===== config.mk =====
export PLATFORM = sky130hd
export DESIGN_NAME = dsk_ctl_reg
export DESIGN_NICKNAME = d
export VERILOG_FILES = /design/src/rtl/dcr_pkg.sv /design/src/rtl/dcr_host_reg.sv /design/src/rtl/dcr_rst_stretch.sv /design/src/rtl/dcr_pin_gate.sv /design/src/rtl/dsk_ctl_reg.sv
export SDC_FILE = /design/constraint.sdc
export NUM_CORES = 1
export LEC_CHECK = 0
export ABC_AREA = 1
export BUFFER_PORTS_ARGS = -buffer_cell sky130_fd_sc_hd__buf_2
export CAP_MARGIN = 20
export CORE_MARGIN = 2
export CORE_UTILIZATION = 46
export DETAILED_ROUTE_END_ITERATION = 7
export PLACE_DENSITY_LB_ADDON = 0.15
export SYNTH_ARGS = -nofsm -noshare
export SYNTH_HDL_FRONTEND = slang
export SYNTH_SLANG_ARGS = --single-unit

===== constraint.sdc =====
create_clock -name clk -period 3 [get_ports clk]
set_input_delay 0.3 -clock clk [delete_from_list [all_inputs] [get_ports clk]]
set_output_delay 0.3 -clock clk [all_outputs]
set_load 0.01 [all_outputs]

===== src/rtl/dcr_pkg.sv =====
package dcr_pkg;
  localparam int DRV_N = 4;
  localparam int MOT_N = 4;
  localparam int DRV_W = $clog2(DRV_N);

  // Bit layout of the stored byte: [7:4] motors, [3] dma enable,
  // [2] core run (0 holds reset), [1:0] drive number.
  typedef struct packed {
    logic [MOT_N-1:0] mot;
    logic             dma_en;
    logic             run;
    logic [DRV_W-1:0] drv;
  } ctl_byte_t;
endpackage


===== src/rtl/dcr_host_reg.sv =====
module dcr_host_reg
  import dcr_pkg::*;
#(
  parameter int              ADDR_W   = 10,
  parameter logic [ADDR_W-1:0] REG_ADDR = 10'h3F2
) (
  input  logic              clk,
  input  logic              rst_n,
  input  logic [ADDR_W-1:0] addr,
  input  logic              wr,
  input  logic              rd,
  input  logic [7:0]        wdata,
  output logic [7:0]        rdata,
  output ctl_byte_t         ctl_q
);
  logic hit;
  assign hit = (addr == REG_ADDR);

  always_ff @(posedge clk or negedge rst_n) begin
    if (!rst_n) ctl_q <= '0;
    else if (wr && hit) ctl_q <= ctl_byte_t'(wdata);
  end

  // Readback is the stored byte, never the live pin state.
  assign rdata = (rd && hit) ? 8'(ctl_q) : 8'h00;
endmodule


===== src/rtl/dcr_rst_stretch.sv =====
module dcr_rst_stretch #(
  parameter int RST_CYC = 20
) (
  input  logic clk,
  input  logic rst_n,
  input  logic run,
  output logic core_rst
);
  localparam int CW = (RST_CYC > 1) ? $clog2(RST_CYC + 1) : 1;
  localparam logic [CW-1:0] LOAD = CW'(RST_CYC - 1);

  logic [CW-1:0] hold_cnt;

  always_ff @(posedge clk or negedge rst_n) begin
    if (!rst_n)              hold_cnt <= '0;
    else if (!run)           hold_cnt <= LOAD;
    else if (hold_cnt != '0) hold_cnt <= hold_cnt - 1'b1;
  end

  assign core_rst = !run || (hold_cnt != '0);
endmodule


===== src/rtl/dcr_pin_gate.sv =====
module dcr_pin_gate
  import dcr_pkg::*;
(
  input  logic             mode_alt,
  input  ctl_byte_t        ctl,
  output logic [DRV_N-1:0] drv_sel,
  output logic [MOT_N-1:0] motor_on,
  input  logic             core_dma_req,
  input  logic             core_irq,
  output logic             dma_req,
  output logic             dma_req_oe,
  output logic             irq,
  output logic             irq_oe,
  input  logic             dma_ack_n,
  input  logic             tc,
  output logic             core_dma_ack_n,
  output logic             core_tc
);
  logic live;
  assign live = mode_alt || ctl.dma_en;

  for (genvar i = 0; i < DRV_N; i++) begin : g_dsel
    assign drv_sel[i] = (ctl.drv == DRV_W'(i));
  end

  for (genvar j = 0; j < MOT_N; j++) begin : g_mot
    assign motor_on[j] = ctl.mot[j];
  end

  assign dma_req        = core_dma_req;
  assign irq            = core_irq;
  assign dma_req_oe     = live;
  assign irq_oe         = live;
  assign core_dma_ack_n = live ? dma_ack_n : 1'b1;
  assign core_tc        = live ? tc : 1'b0;
endmodule


===== src/rtl/dsk_ctl_reg.sv =====
module dsk_ctl_reg
  import dcr_pkg::*;
#(
  parameter int              ADDR_W   = 10,
  parameter logic [ADDR_W-1:0] REG_ADDR = 10'h3F2,
  parameter int              RST_CYC  = 20
) (
  input  logic              clk,
  input  logic              rst_n,
  input  logic [ADDR_W-1:0] host_addr,
  input  logic              host_wr,
  input  logic              host_rd,
  input  logic [7:0]        host_wdata,
  output logic [7:0]        host_rdata,
  input  logic              mode_alt,
  output logic [3:0]        drv_sel,
  output logic [3:0]        motor_on,
  output logic              core_rst,
  input  logic              core_dma_req,
  input  logic              core_irq,
  output logic              dma_req,
  output logic              dma_req_oe,
  output logic              irq,
  output logic              irq_oe,
  input  logic              dma_ack_n,
  input  logic              tc,
  output logic              core_dma_ack_n,
  output logic              core_tc
);
  ctl_byte_t ctl_q;

  dcr_host_reg #(.ADDR_W(ADDR_W), .REG_ADDR(REG_ADDR)) u_reg (
    .clk   (clk),
    .rst_n (rst_n),
    .addr  (host_addr),
    .wr    (host_wr),
    .rd    (host_rd),
    .wdata (host_wdata),
    .rdata (host_rdata),
    .ctl_q (ctl_q)
  );

  dcr_rst_stretch #(.RST_CYC(RST_CYC)) u_rst (
    .clk      (clk),
    .rst_n    (rst_n),
    .run      (ctl_q.run),
    .core_rst (core_rst)
  );

  dcr_pin_gate u_gate (
    .mode_alt       (mode_alt),
    .ctl            (ctl_q),
    .drv_sel        (drv_sel),
    .motor_on       (motor_on),
    .core_dma_req   (core_dma_req),
    .core_irq       (core_irq),
    .dma_req        (dma_req),
    .dma_req_oe     (dma_req_oe),
    .irq            (irq),
    .irq_oe         (irq_oe),
    .dma_ack_n      (dma_ack_n),
    .tc             (tc),
    .core_dma_ack_n (core_dma_ack_n),
    .core_tc        (core_tc)
  );
endmodule


==> flow_results.org <==
** Status
- Status :: completed

** Power and ir drop
- Power Density :: 304 mW/mm^2
- In this run the static leakage power is 0.667 nW.
- Worst IR drop on VDD :: 0.000222 V

** Setup path
- Worst setup path start :: u_rst.hold_cnt[0]$_DFFE_PN0P_
- Depth of the most critical reg-to-reg path :: 5
- STA classifies the critical path startpoint as a register.
- The worst setup path is captured at an output pin.
- In this run the critical register-to-register path is launched from u_rst.hold_cnt[0]$_DFFE_PN0P_.
- Critical Path Fanout Max :: 6
- Signal arrival time at the worst endpoint :: 1.46 ns
- For flop-to-flop paths, the worst setup slack is 1.74 ns.
- The worst setup path is of the reg2out kind.
- The worst register-to-register path ends at u_rst.hold_cnt[1]$_DFFE_PN0P_.
- In this run the worst setup path terminates at core_rst.
- At the worst endpoint, the required time is 2.70 ns.

** Synth
- dfrtp_1 takes more of the synthesized area than any other cell.
- For this run, the leading register cell type out of synthesis is dfrtp_1.
- The synthesized design contains 13 register bits.
- Fraction of the mapped netlist area in compound gates :: 2.60%
- After synthesis, the largest family of logic cells by area is simple AND/OR/NAND/NOR gates.
- Synth warn :: 0
- Most frequent cell after synthesis :: nand2_1
- Fraction of the mapped netlist area in simple logic gates :: 42.2%
- Yosys top cell area share :: 37.6%
- Asr flop ratio synth :: 100%
- The commonest cells after synthesis are nand2_1 (32), inv_1 (19), dfrtp_1 (13).
- Proportion of synthesized chip area in sequential cells :: 37.6%
- Average cell area after synthesis :: 7.73 um^2
- Area share of fa/ha/maj cells after synthesis :: 1.45%
- Yosys mapped the design onto 22 distinct sky130hd cell types.
- Summing the areas of all xor and xnor instances in the mapped netlist gives 1.01% of the synthesized area.
- After synthesis, the share of cell area in mux cells is 0%.
- Number of enable flip-flop cells after synthesis :: 0
- Number of nets in the synthesized netlist :: 140
- The cell area that synthesis handed to floorplanning was 866 um^2.
- Sorting the synthesized cells by area gives the leading types as dfrtp_1 (38%), nand2_1 (14%), inv_1 (8.2%), buf_4 (6.1%), nand4_1 (5.8%).
- Number of cells produced by synthesis :: 112

** Clock network
- The later pin in the worst-skew pair is clocked with a latency of 0.28 ns.
- Maximum buffer depth of the clock tree :: 2
- The tree is rooted in a clkbuf_4.
- Num CTS Buffers :: 3
- Total number of clock tree sinks :: 13
- Number of gates resized after CTS :: 0
- TritonCTS clock tree :: yes
- CTS built an H-tree with a depth of 1.
- Clock-pin slew was measured on the worst setup and hold paths at 0.08 ns.

** Placement
- Post-Place Cell Area :: 0.00107 mm^2
- The wire-length estimate of the detail-placed layout is 1380 um.
- Routability-driven placement finished with a final weighted congestion of 0.720.
- In this run the tool buffered the top-level ports with 45 buffer cells.

** Drt
- DRC viols :: 0
- Count of TritonRoute iterations in the first routing pass :: 4
- In this run, the number of DRC markers left after iteration 0 of detailed routing was 12.
- Dividing the detail-routed via count by the number of cells gives 4.53.
- Total detailed-routing wirelength :: 1760 um
- Via count :: 811
- Avg WL per Cell :: 9.83 um
- The detail route stage leaves a number of antenna-violating nets equal to 0.

** Run
- Max Cap Violations :: 0

** Timing
- Setup repair after global routing missed its margin :: no
- In this run the tightest slew margin relative to its limit is 80.4%.
- Final Skew :: 0.000301 ns
- Number of slew-limit violations in the final report :: 0
- Setup violations remaining at the end of the flow were counted as 0.
- Portion of the clock cycle consumed by the worst path in the final layout :: 58.7%
- Number of failing hold endpoints at the final stage :: 0
- The smallest clock period supported by the final layout is computed as 1.76 ns.
- Total Negative Setup Slacks :: 0 ns
- For the pin with the worst max-slew slack, the measured transition is 0.295 ns.
- For this run, the top clock speed supported by timing is 0.568 GHz.

** Floorplan
- The region available for standard cell placement spans 0.00175 mm^2.
- Die area :: 0.00225 mm^2
- For this configuration, the core starts out at a cell density of 49.6%.
- In this run the vertical extent of the chip is 47.4 um.
- In this run the count of I/O pins placed on the die edge is 50.
- # rows :: 15
- The die is 47.4 um wide.

** GRT
- First-pass GRT wire length :: 2570 um
- Remaining Overflow, GRT :: 0
- For this run, the total global-route usage over all layers was measured as 17.1%.
- Via count of the first global-routing pass :: 638
- Antenna violations before repair :: 0
- Entering global routing, the biggest net connects 14 pins.

** Cells and area
- Antenna diode count :: 0
- Syn-to-layout area delta :: 27.3%
- Final instance area :: 0.00110 mm^2
- In the final layout, the share of cells above drive strength 1 is 40.9%.
- Number of nets in the finished design :: 183

** Worst hold path
- Number of cells on the worst hold path :: 3
- Worst hold path type :: in2reg
[worst max-delay path, stage by stage, from the launching register on]
cell      delay [ns]
dfrtp_1         0.39
inv_1           0.09
ha_1            0.21
nand3b_1        0.19
inv_1           0.11
nand2_1         0.05
buf_2           0.13
[layer usage]
layer	global-route usage, %	part of all wire, %
met2	28.4	46
met3	2.31	6.6
met4	11.7	2.2
met5	0	0
met1	20.3	45
[through the flow]
step | instances | hold WS [ns] | worst slack (ns) | util, % | total power [mW]
floorplan | 112 | 0.00441 | 1.73 | - | 0.206
global placement | 174 | 0.202 | 1.48 | 61.1 | 0.226
detailed placement | 174 | 0.202 | 1.46 | 61.1 | 0.227
CTS | 179 | 0.267 | 1.23 | 63.2 | 0.337
global route | 179 | 0.284 | 1.06 | 63.2 | 0.350
finish | 179 | 0.265 | 1.24 | 63.2 | 0.335
[area by class of cell]
class                   instances  area [um^2]
multi-input cells              71          409
flip-flops and latches         13          325
inverters                      20         75.1
clock buffers                   4         26.3
well taps                      25         31.3
fillers                       172          643
repair buffers                 46          235
[logic make-up after synthesis]
logic type      after synthesis
buf+inv                      28
flops                        13
simple gates                 65
compound gates                4
xor+xnor                      1
fa+ha+maj                     1
[power breakdown]
group          total (mW)  internal, mW  switching, mW  leakage, nW
sequential          0.179         0.177        0.00168        0.166
combinational      0.0458        0.0201         0.0257        0.487
clock               0.111        0.0517         0.0593       0.0150
total               0.335         0.249         0.0866        0.667
[registers in the layout, indices dropped and copies added (netlist names)]
signal          count
u_reg.ctl_q         8
u_rst.hold_cnt      5
[cells in the final DEF (no fill, tap or decap)]
cell	n
nand2_1	32
o21a_1	1
xor2_1	1
nor2_8	2
or2_2	1
inv_1	19
nor2_2	8
nor2_1	7
clkbuf_1	1
inv_2	1
nand3_1	2
nor2_4	1
dfrtp_1	13
nand3b_1	1
clkbuf_4	3
o21ai_0	2
dlygate4sd3_1	1
nand4_4	1
a21oi_1	1
ha_1	1
nand3_4	1
nand4_1	8
nor3_1	1
buf_2	45
[worst min-delay path by stage]
stage | from | endpoint
detailed placement | rst_n | u_rst.hold_cnt[1]$_DFFE_PN0P_
finish | host_wdata[7] | u_reg.ctl_q[7]$_DFFE_PN0P_
floorplan | rst_n | u_reg.ctl_q[0]$_DFFE_PN0P_
global route | host_wdata[7] | u_reg.ctl_q[7]$_DFFE_PN0P_
CTS | host_wdata[7] | u_reg.ctl_q[7]$_DFFE_PN0P_
global placement | rst_n | u_rst.hold_cnt[1]$_DFFE_PN0P_
[timing repair]
action                    4_1_cts  5_1_grt
buffers inserted                0        0
hold buffers                    1        0
hold endpoints to repair       13        0
Note: power is estimated with default switching activity, not from simulation.
